## src/rtl/hsport_pkg.sv

```systemverilog
// Package: shared address decode for the handshake port.
// Assumes a one-bit host address selecting data or control.
package hsport_pkg;
    typedef enum logic {
        ADDR_DATA = 1'b0,
        ADDR_CTRL = 1'b1
    } hsport_addr_e;

    // Bit positions inside the control word.
    localparam int CTRL_IN_EN_BIT  = 0;
    localparam int CTRL_OUT_EN_BIT = 1;
endpackage

```

## src/rtl/hsport_sync.sv

```systemverilog
// Module: multi-stage synchronizer for a bundle of asynchronous inputs.
// Assumes STAGES >= 1; every bit passes through the same number of flops,
// so bits that change together stay aligned at the output.
module hsport_sync #(
    parameter int             W       = 1,
    parameter int             STAGES  = 2,
    parameter logic [W-1:0]   RST_VAL = '0
) (
    input  logic         clk,
    input  logic         rst_n,
    input  logic [W-1:0] d,
    output logic [W-1:0] q
);
    logic [STAGES-1:0][W-1:0] chain;

    generate
        if (STAGES == 1) begin : g_single
            // Purpose: single capture flop.
            always_ff @(posedge clk) begin
                if (!rst_n) chain[0] <= RST_VAL;
                else        chain[0] <= d;
            end
        end else begin : g_multi
            // Purpose: shift the input through the flop chain.
            always_ff @(posedge clk) begin
                if (!rst_n) chain <= {STAGES{RST_VAL}};
                else        chain <= {chain[STAGES-2:0], d};
            end
        end
    endgenerate

    assign q = chain[STAGES-1];
endmodule

```

## src/rtl/hsport_in_ch.sv

```systemverilog
// Module: input half of the port. Sets the full flag on a strobe fall,
// captures data on a strobe rise, and clears the flag on a host data read.
// Assumes stb_s and din_s are already synchronized and aligned.
module hsport_in_ch #(
    parameter int DATA_W = 8
) (
    input  logic              clk,
    input  logic              rst_n,
    input  logic              stb_s,
    input  logic [DATA_W-1:0] din_s,
    input  logic              rd_done,
    output logic              full,
    output logic [DATA_W-1:0] data
);
    logic stb_prev;
    logic stb_fall;
    logic stb_rise;

    assign stb_fall = stb_prev & ~stb_s;
    assign stb_rise = ~stb_prev & stb_s;

    // Purpose: remember the previous strobe level for edge detection.
    always_ff @(posedge clk) begin
        if (!rst_n) stb_prev <= 1'b1;
        else        stb_prev <= stb_s;
    end

    // Purpose: full flag, where a new strobe wins over a read ending in the same cycle.
    always_ff @(posedge clk) begin
        if (!rst_n)        full <= 1'b0;
        else if (stb_fall) full <= 1'b1;
        else if (rd_done)  full <= 1'b0;
    end

    // Purpose: input latch, loaded at the strobe's rising edge.
    always_ff @(posedge clk) begin
        if (!rst_n)        data <= '0;
        else if (stb_rise) data <= din_s;
    end
endmodule

```

## src/rtl/hsport_out_ch.sv

```systemverilog
// Module: output half of the port. A host data write loads the latch and
// marks the buffer full; the acknowledge fall empties it; the bus is
// enabled one cycle after the synchronized acknowledge goes low.
// Assumes ack_s is already synchronized.
module hsport_out_ch #(
    parameter int DATA_W = 8
) (
    input  logic              clk,
    input  logic              rst_n,
    input  logic              ack_s,
    input  logic              wr_done,
    input  logic [DATA_W-1:0] wdata,
    output logic              full_n,
    output logic [DATA_W-1:0] data,
    output logic              oe
);
    logic ack_prev;
    logic ack_fall;

    assign ack_fall = ack_prev & ~ack_s;

    // Purpose: remember the previous acknowledge level.
    always_ff @(posedge clk) begin
        if (!rst_n) ack_prev <= 1'b1;
        else        ack_prev <= ack_s;
    end

    // Purpose: buffer-full flag, where a new write wins over an acknowledge in the same cycle.
    always_ff @(posedge clk) begin
        if (!rst_n)        full_n <= 1'b1;
        else if (wr_done)  full_n <= 1'b0;
        else if (ack_fall) full_n <= 1'b1;
    end

    // Purpose: output latch, loaded when a host data write ends.
    always_ff @(posedge clk) begin
        if (!rst_n)       data <= '0;
        else if (wr_done) data <= wdata;
    end

    // Purpose: bus drive window follows the acknowledge-low condition.
    always_ff @(posedge clk) begin
        if (!rst_n) oe <= 1'b0;
        else        oe <= ~ack_s;
    end
endmodule

```

## src/rtl/hsport_bidir.sv

```systemverilog
// Module: top of the bidirectional handshake port. Synchronizes the
// peripheral side, detects host strobe ends, holds the control word and
// forms the merged interrupt.
// Assumes host strobes, address and write data are synchronous to clk and
// that address and data stay valid through the cycle a strobe rises.
module hsport_bidir
    import hsport_pkg::*;
#(
    parameter int DATA_W      = 8,
    parameter int SYNC_STAGES = 2
) (
    input  logic              clk,
    input  logic              rst_n,
    input  logic              host_addr,
    input  logic              host_rd_n,
    input  logic              host_wr_n,
    input  logic [DATA_W-1:0] host_wdata,
    output logic [DATA_W-1:0] host_rdata,
    input  logic [DATA_W-1:0] per_din,
    output logic [DATA_W-1:0] per_dout,
    output logic              per_oe,
    input  logic              per_stb_n,
    input  logic              per_ack_n,
    output logic              in_full,
    output logic              out_full_n,
    output logic              irq
);
    localparam int SYNC_W = DATA_W + 2;

    logic [SYNC_W-1:0] sync_in;
    logic [SYNC_W-1:0] sync_out;
    logic [DATA_W-1:0] din_s;
    logic              stb_s;
    logic              ack_s;
    logic              rd_q;
    logic              wr_q;
    logic              rd_rise;
    logic              wr_rise;
    logic              mask_in;
    logic              mask_out;
    logic [DATA_W-1:0] in_data;
    logic [DATA_W-1:0] ctrl_word;

    assign sync_in = {per_ack_n, per_stb_n, per_din};
    assign din_s   = sync_out[DATA_W-1:0];
    assign stb_s   = sync_out[DATA_W];
    assign ack_s   = sync_out[DATA_W+1];

    hsport_sync #(
        .W       (SYNC_W),
        .STAGES  (SYNC_STAGES),
        .RST_VAL ({2'b11, {DATA_W{1'b0}}})
    ) u_sync (
        .clk   (clk),
        .rst_n (rst_n),
        .d     (sync_in),
        .q     (sync_out)
    );

    // Purpose: delayed host strobes for rising-edge detection.
    always_ff @(posedge clk) begin
        if (!rst_n) begin
            rd_q <= 1'b1;
            wr_q <= 1'b1;
        end else begin
            rd_q <= host_rd_n;
            wr_q <= host_wr_n;
        end
    end

    assign rd_rise = ~rd_q & host_rd_n;
    assign wr_rise = ~wr_q & host_wr_n;

    hsport_in_ch #(.DATA_W(DATA_W)) u_in (
        .clk     (clk),
        .rst_n   (rst_n),
        .stb_s   (stb_s),
        .din_s   (din_s),
        .rd_done (rd_rise & (host_addr == ADDR_DATA)),
        .full    (in_full),
        .data    (in_data)
    );

    hsport_out_ch #(.DATA_W(DATA_W)) u_out (
        .clk     (clk),
        .rst_n   (rst_n),
        .ack_s   (ack_s),
        .wr_done (wr_rise & (host_addr == ADDR_DATA)),
        .wdata   (host_wdata),
        .full_n  (out_full_n),
        .data    (per_dout),
        .oe      (per_oe)
    );

    // Purpose: control word holding the two interrupt enables.
    always_ff @(posedge clk) begin
        if (!rst_n) begin
            mask_in  <= 1'b0;
            mask_out <= 1'b0;
        end else if (wr_rise && host_addr == ADDR_CTRL) begin
            mask_in  <= host_wdata[CTRL_IN_EN_BIT];
            mask_out <= host_wdata[CTRL_OUT_EN_BIT];
        end
    end

    // Purpose: merged interrupt from the two masked handshake conditions.
    always_ff @(posedge clk) begin
        if (!rst_n) irq <= 1'b0;
        else        irq <= (in_full & mask_in & stb_s & host_rd_n)
                         | (out_full_n & mask_out & ack_s & host_wr_n);
    end

    // Purpose: assemble the readable control word.
    always_comb begin
        ctrl_word                  = '0;
        ctrl_word[CTRL_IN_EN_BIT]  = mask_in;
        ctrl_word[CTRL_OUT_EN_BIT] = mask_out;
    end

    // Purpose: host read data select.
    assign host_rdata = (host_addr == ADDR_CTRL) ? ctrl_word : in_data;
endmodule

```

## config.mk

```make
export PLATFORM = sky130hd
export DESIGN_NAME = hsport_bidir
export DESIGN_NICKNAME = d
export VERILOG_FILES = /design/src/rtl/hsport_pkg.sv /design/src/rtl/hsport_sync.sv /design/src/rtl/hsport_in_ch.sv /design/src/rtl/hsport_out_ch.sv /design/src/rtl/hsport_bidir.sv
export SDC_FILE = /design/constraint.sdc
export NUM_CORES = 1
export LEC_CHECK = 0
export BUFFER_PORTS_ARGS = -buffer_cell sky130_fd_sc_hd__buf_2
export CORE_UTILIZATION = 55
export CTS_CLUSTER_SIZE = 28
export DETAILED_ROUTE_END_ITERATION = 6
export PLACE_DENSITY = 0.82
export SYNTH_ARGS = -nofsm -noshare
export SYNTH_HDL_FRONTEND = slang
export SYNTH_HIERARCHICAL = 1
export SYNTH_SLANG_ARGS = --single-unit
```

## constraint.sdc

```tcl
create_clock -name clk -period 2.39 [get_ports clk]
set_clock_uncertainty 0.15 [all_clocks]
set_input_delay 0.717 -clock clk [delete_from_list [all_inputs] [get_ports clk]]
set_output_delay 0.717 -clock clk [all_outputs]
set_load 0.05 [all_outputs]
```

* Word level (Yosys, flattened, before mapping)
Cells that the tools add are included.
Operators by class: reductions and logical operators 3, bitwise logic cells 20, multiplexer cells 5
Operator list (count):
- 1-bit AND | 13
- 8-bit 2-to-1 mux | 1
- 1-bit inverter | 6
- 1-bit 2-to-1 mux | 4
- 2-bit nonzero test | 2
- 1-bit logical AND | 1
- 1-bit bitwise OR | 1
Word-level totals: bits in registers 46, input port bits 23, output and inout port bits 20, logic and storage cells 42

* Logic depth before layout (Yosys ltp)
depth after elaboration 5, gate-level depth with buffers 5, mapped depth without buffers 3

* By module
The synthesis kept the hierarchy.
By module, submodules not included:
- hsport_sync | seq. area each 400.4 µm², area each 613.1 µm², instances 1, cells each 52
- hsport_in_ch | seq. area each 200.2 µm², area each 420.4 µm², instances 1, cells each 42
- hsport_out_ch | seq. area each 220.2 µm², area each 391.6 µm², instances 1, cells each 33
- hsport_bidir | seq. area each 100.1 µm², area each 285.3 µm², instances 1, cells each 28

* Worst setup path before layout
No wires, ideal clock.
path type in2out, from in host_addr, to out host_rdata[0], data required time 1.523 ns, stages 2, arrival 1.205 ns, buffers on the path 1, path slack 0.318 ns, cells stage by stage buf_6 mux2_4
On the way: cells in the longest elaborated chain, start to end 1
RTL lines:
- start, declared | line hsport_bidir.sv:14 | input logic host_addr,
- 8-bit 2-to-1 mux | line hsport_bidir.sv:121 | assign host_rdata = (host_addr == ADDR_CTRL) ? ctrl_word : in_data;
- end, declared | line hsport_bidir.sv:18 | output logic [DATA_W-1:0] host_rdata,
No other way between the ends.

* Final worst setup path
Ends and elaborated chain as after synthesis.

==> flow_summary.yaml <==
cells_and_area:
  footprint_of_the_multi_input_gates_um2: 643
  final-seq-area_um2: 921
  fillCellCount: 231
  diodes: 0
  final_core_util: 0.675
  syn_to_final_growth_pct: 12.6
  layout-drive-gt1-share: 0.340
  design.final.nets: 213
sta:
  max_slew.worst_pin.slew_ns: 0.420
  rsz_0062_raised_after_global_routing: "no"
  hold_viol: 0
  max_slew_margin: 0.720
  setup_violations: 0
  tns_ns: 0
  post-route-period-util: 0.968
  fmax_mhz: 432
  layout_min_cycle_time_ns: 2.31
  final_report_max_slew_violation_count: 0
critical_path:
  critPathRequiredTime_ns: 1.52
  timing.rr.start: "wr_q"
  ff2ff_path_depth: 4
  timing_worst_setup_path_type: "in2out"
  worst_ep_arrival_time_ns: 1.45
  start_kind: "input pin"
  critical_path.startpoint: "host_addr"
  worst_setup_path_end_kind: "primary output"
  worstPathMaxFanout: 11
floorplanning:
  area_inside_the_core_boundary_mm2: 0.00285
  floorplan.initialDensity: 0.600
  ioPinCount: 43
  num_rows: 19
  die_width_um: 57.8
  floorplan.die.height_um: 57.8
  die_ar_mm2: 0.00334
global_route:
  grt_usage: 0.170
  grt_pass1_vias: 992
  antenna_violations_before_repair: 0
  grt_max_degree: 31
  gr-total-overflow: 0
  global_route_wire_length_before_repair_um: 4140
run:
  drv.max_cap_violation_count: 0
power:
  total_power_mw: 1.35
  p_leak_nw: 0.850
  power_density_mw_per_mm2: 702
  vdd_ir_drop_max_mv: 0.462
min_path:
  hold_path.startpoint: "u_sync/chain[9]"
  timing.hold.worst_path_depth: 1
  worst_hold_path_type: "reg2reg"
clocking:
  tritoncts.num_buffers: 5
  post_cts.repair.setup_buffers: 0
  clock_tree.htree_level_count: 2
  clockRootBuffer: "sky130_fd_sc_hd__clkbuf_4"
  ctsLongestPathBuffers: 2
  worst_setup_hold_path_clk_slew_ns: 0.12
  tritoncts: "yes"
  clk_latency_ns: 0.35
  cts_resized: 0
  cts_hold_repair.buffers: 0
  clock_sink_count: 46
placed_design:
  place_hpwl_um: 1810
  finalWeightedCongestion: 0.730
  port_buffers: 42
routing:
  routed-via-count: 1060
  detail_route.first_pass.iterations: 6
  routed_via_density: 4.77
  drc: 2
  postRouteWirelength_um: 2520
  wire_per_inst_um: 11.3
  final_antenna_net_count: 0
  drt_iter0_markers: 19
synthesis:
  ys_types: 21
  synth_top_flop_cell: "sky130_fd_sc_hd__dfxtp_1"
  post_synth.cell_area_avg_um2: 11.0
  synth_sequential_area_ratio: 0.538
  ys_async_sr_fraction: 0
  flip_flop_and_latch_count_after_synthesis: 46
  yosysWarningCount: 6
  synth_area_mm2: 0.00171
  post_synth_net_total: 178
  synth-edff-count: 0
  syn_inst: 155
run_status:
  failed_checks: "DRC"
  status: "finished, violations left"
==> layout by cell type, fill, tap and decap left out <==
cell type                    Yosys  layout
sky130_fd_sc_hd__a21boi_0        1       1
sky130_fd_sc_hd__a21boi_2        1       1
sky130_fd_sc_hd__and2_1         16      16
sky130_fd_sc_hd__and2b_1         1       1
sky130_fd_sc_hd__and2b_2         6       6
sky130_fd_sc_hd__and3b_1         1       1
sky130_fd_sc_hd__buf_2           1      42
sky130_fd_sc_hd__buf_4          11       3
sky130_fd_sc_hd__bufinv_16       0       1
sky130_fd_sc_hd__clkbuf_4        0       5
sky130_fd_sc_hd__clkinvlp_4      0       2
sky130_fd_sc_hd__dfxtp_1        46      46
sky130_fd_sc_hd__inv_1           2       2
sky130_fd_sc_hd__mux2_4          2       2
sky130_fd_sc_hd__mux2i_1        18      18
sky130_fd_sc_hd__nand2_1        19      19
sky130_fd_sc_hd__nand2_2         1       1
sky130_fd_sc_hd__nand2b_1       10      10
sky130_fd_sc_hd__nand4_1         2       2
sky130_fd_sc_hd__nor2b_1         8       8
sky130_fd_sc_hd__nor2b_4         1       1
sky130_fd_sc_hd__nor3b_1         2       1
sky130_fd_sc_hd__nor3b_2         0       1
sky130_fd_sc_hd__o311ai_1        1       1
==> cell families (layout without fill, tap and decap cells) <==
kind of cell	Yosys count	count (layout)	synth area share
compound gates	3	3	0.0161
buf+inv	19	55	0.0885
flops	46	46	0.538
mux	20	20	0.123
simple gates	67	67	0.234
==> power breakdown <==
| group | total, mW | switching, mW | internal (mW) |
|---|---|---|---|
| clock | 0.452 | 0.233 | 0.219 |
| sequential | 0.801 | 0.00935 | 0.792 |
| combinational | 0.0985 | 0.0547 | 0.0438 |
| total | 1.35 | 0.297 | 1.05 |
==> per-stage QoR <==
step           cells  worst slack, ns  hold slack, ns  area [um^2]
3_3_place_gp     214           0.0878           0.243         1840
3_5_place_dp     214           0.0761           0.247         1840
4_1_cts          222           0.0713           0.273         1930
2_1_floorplan    155            0.318           0.236         1710
6_report         222           0.0753           0.271         1930
5_1_grt          222           0.0453           0.299         1930
==> synth_stat cells, types with 2 or more instances <==
master,count,share of area
sky130_fd_sc_hd__nor3b_1,2,0.0088
sky130_fd_sc_hd__mux2_4,2,0.018
sky130_fd_sc_hd__nor2b_1,8,0.029
sky130_fd_sc_hd__dfxtp_1,46,0.54
sky130_fd_sc_hd__mux2i_1,18,0.11
sky130_fd_sc_hd__nand2b_1,10,0.037
sky130_fd_sc_hd__and2b_2,6,0.031
sky130_fd_sc_hd__buf_4,11,0.048
sky130_fd_sc_hd__inv_1,2,0.0044
sky130_fd_sc_hd__buf_6,5,0.033
sky130_fd_sc_hd__nand4_1,2,0.0073
sky130_fd_sc_hd__and2_1,16,0.059
sky130_fd_sc_hd__nand2_1,19,0.042
==> sequential cells by signal, summed over array words and instances, names as in the netlist, 8 cells and up <==
register	cells
u_sync/chain	10
u_sync/q	10
u_in/data	8
u_out/data	8
==> final timing paths <==
check                                      to  slack (ns)
worst min-delay path              u_sync/q[9]        0.27
worst max register to register  u_out/data[2]        1.14
worst max-delay path            host_rdata[0]        0.08
worst min register to register    u_sync/q[9]        0.27
==> per-layer routing <==
layer	global-route usage	wire length, um	vias up
met5	0	0	-
met4	0.129	51	0
met3	0.0491	156	4
met2	0.307	1280	30
met1	0.162	1030	474
li1	-	-	552
==> cell type report <==
type	count	share of cell area
Tap cell	31	0.0201
Timing Repair Buffer	45	0.121
Clock buffer	5	0.0195
Multi-Input combinational cell	90	0.334
Inverter	2	0.00390
Sequential cell	46	0.478
Clock inverter	3	0.0234
==> worst max-delay path, cell delays in order <==
cell and delay, ns:
sky130_fd_sc_hd__buf_2 0.21, sky130_fd_sc_hd__mux2_4 0.31, sky130_fd_sc_hd__buf_2 0.21
No activity file was read; power rests on OpenSTA's default activity.
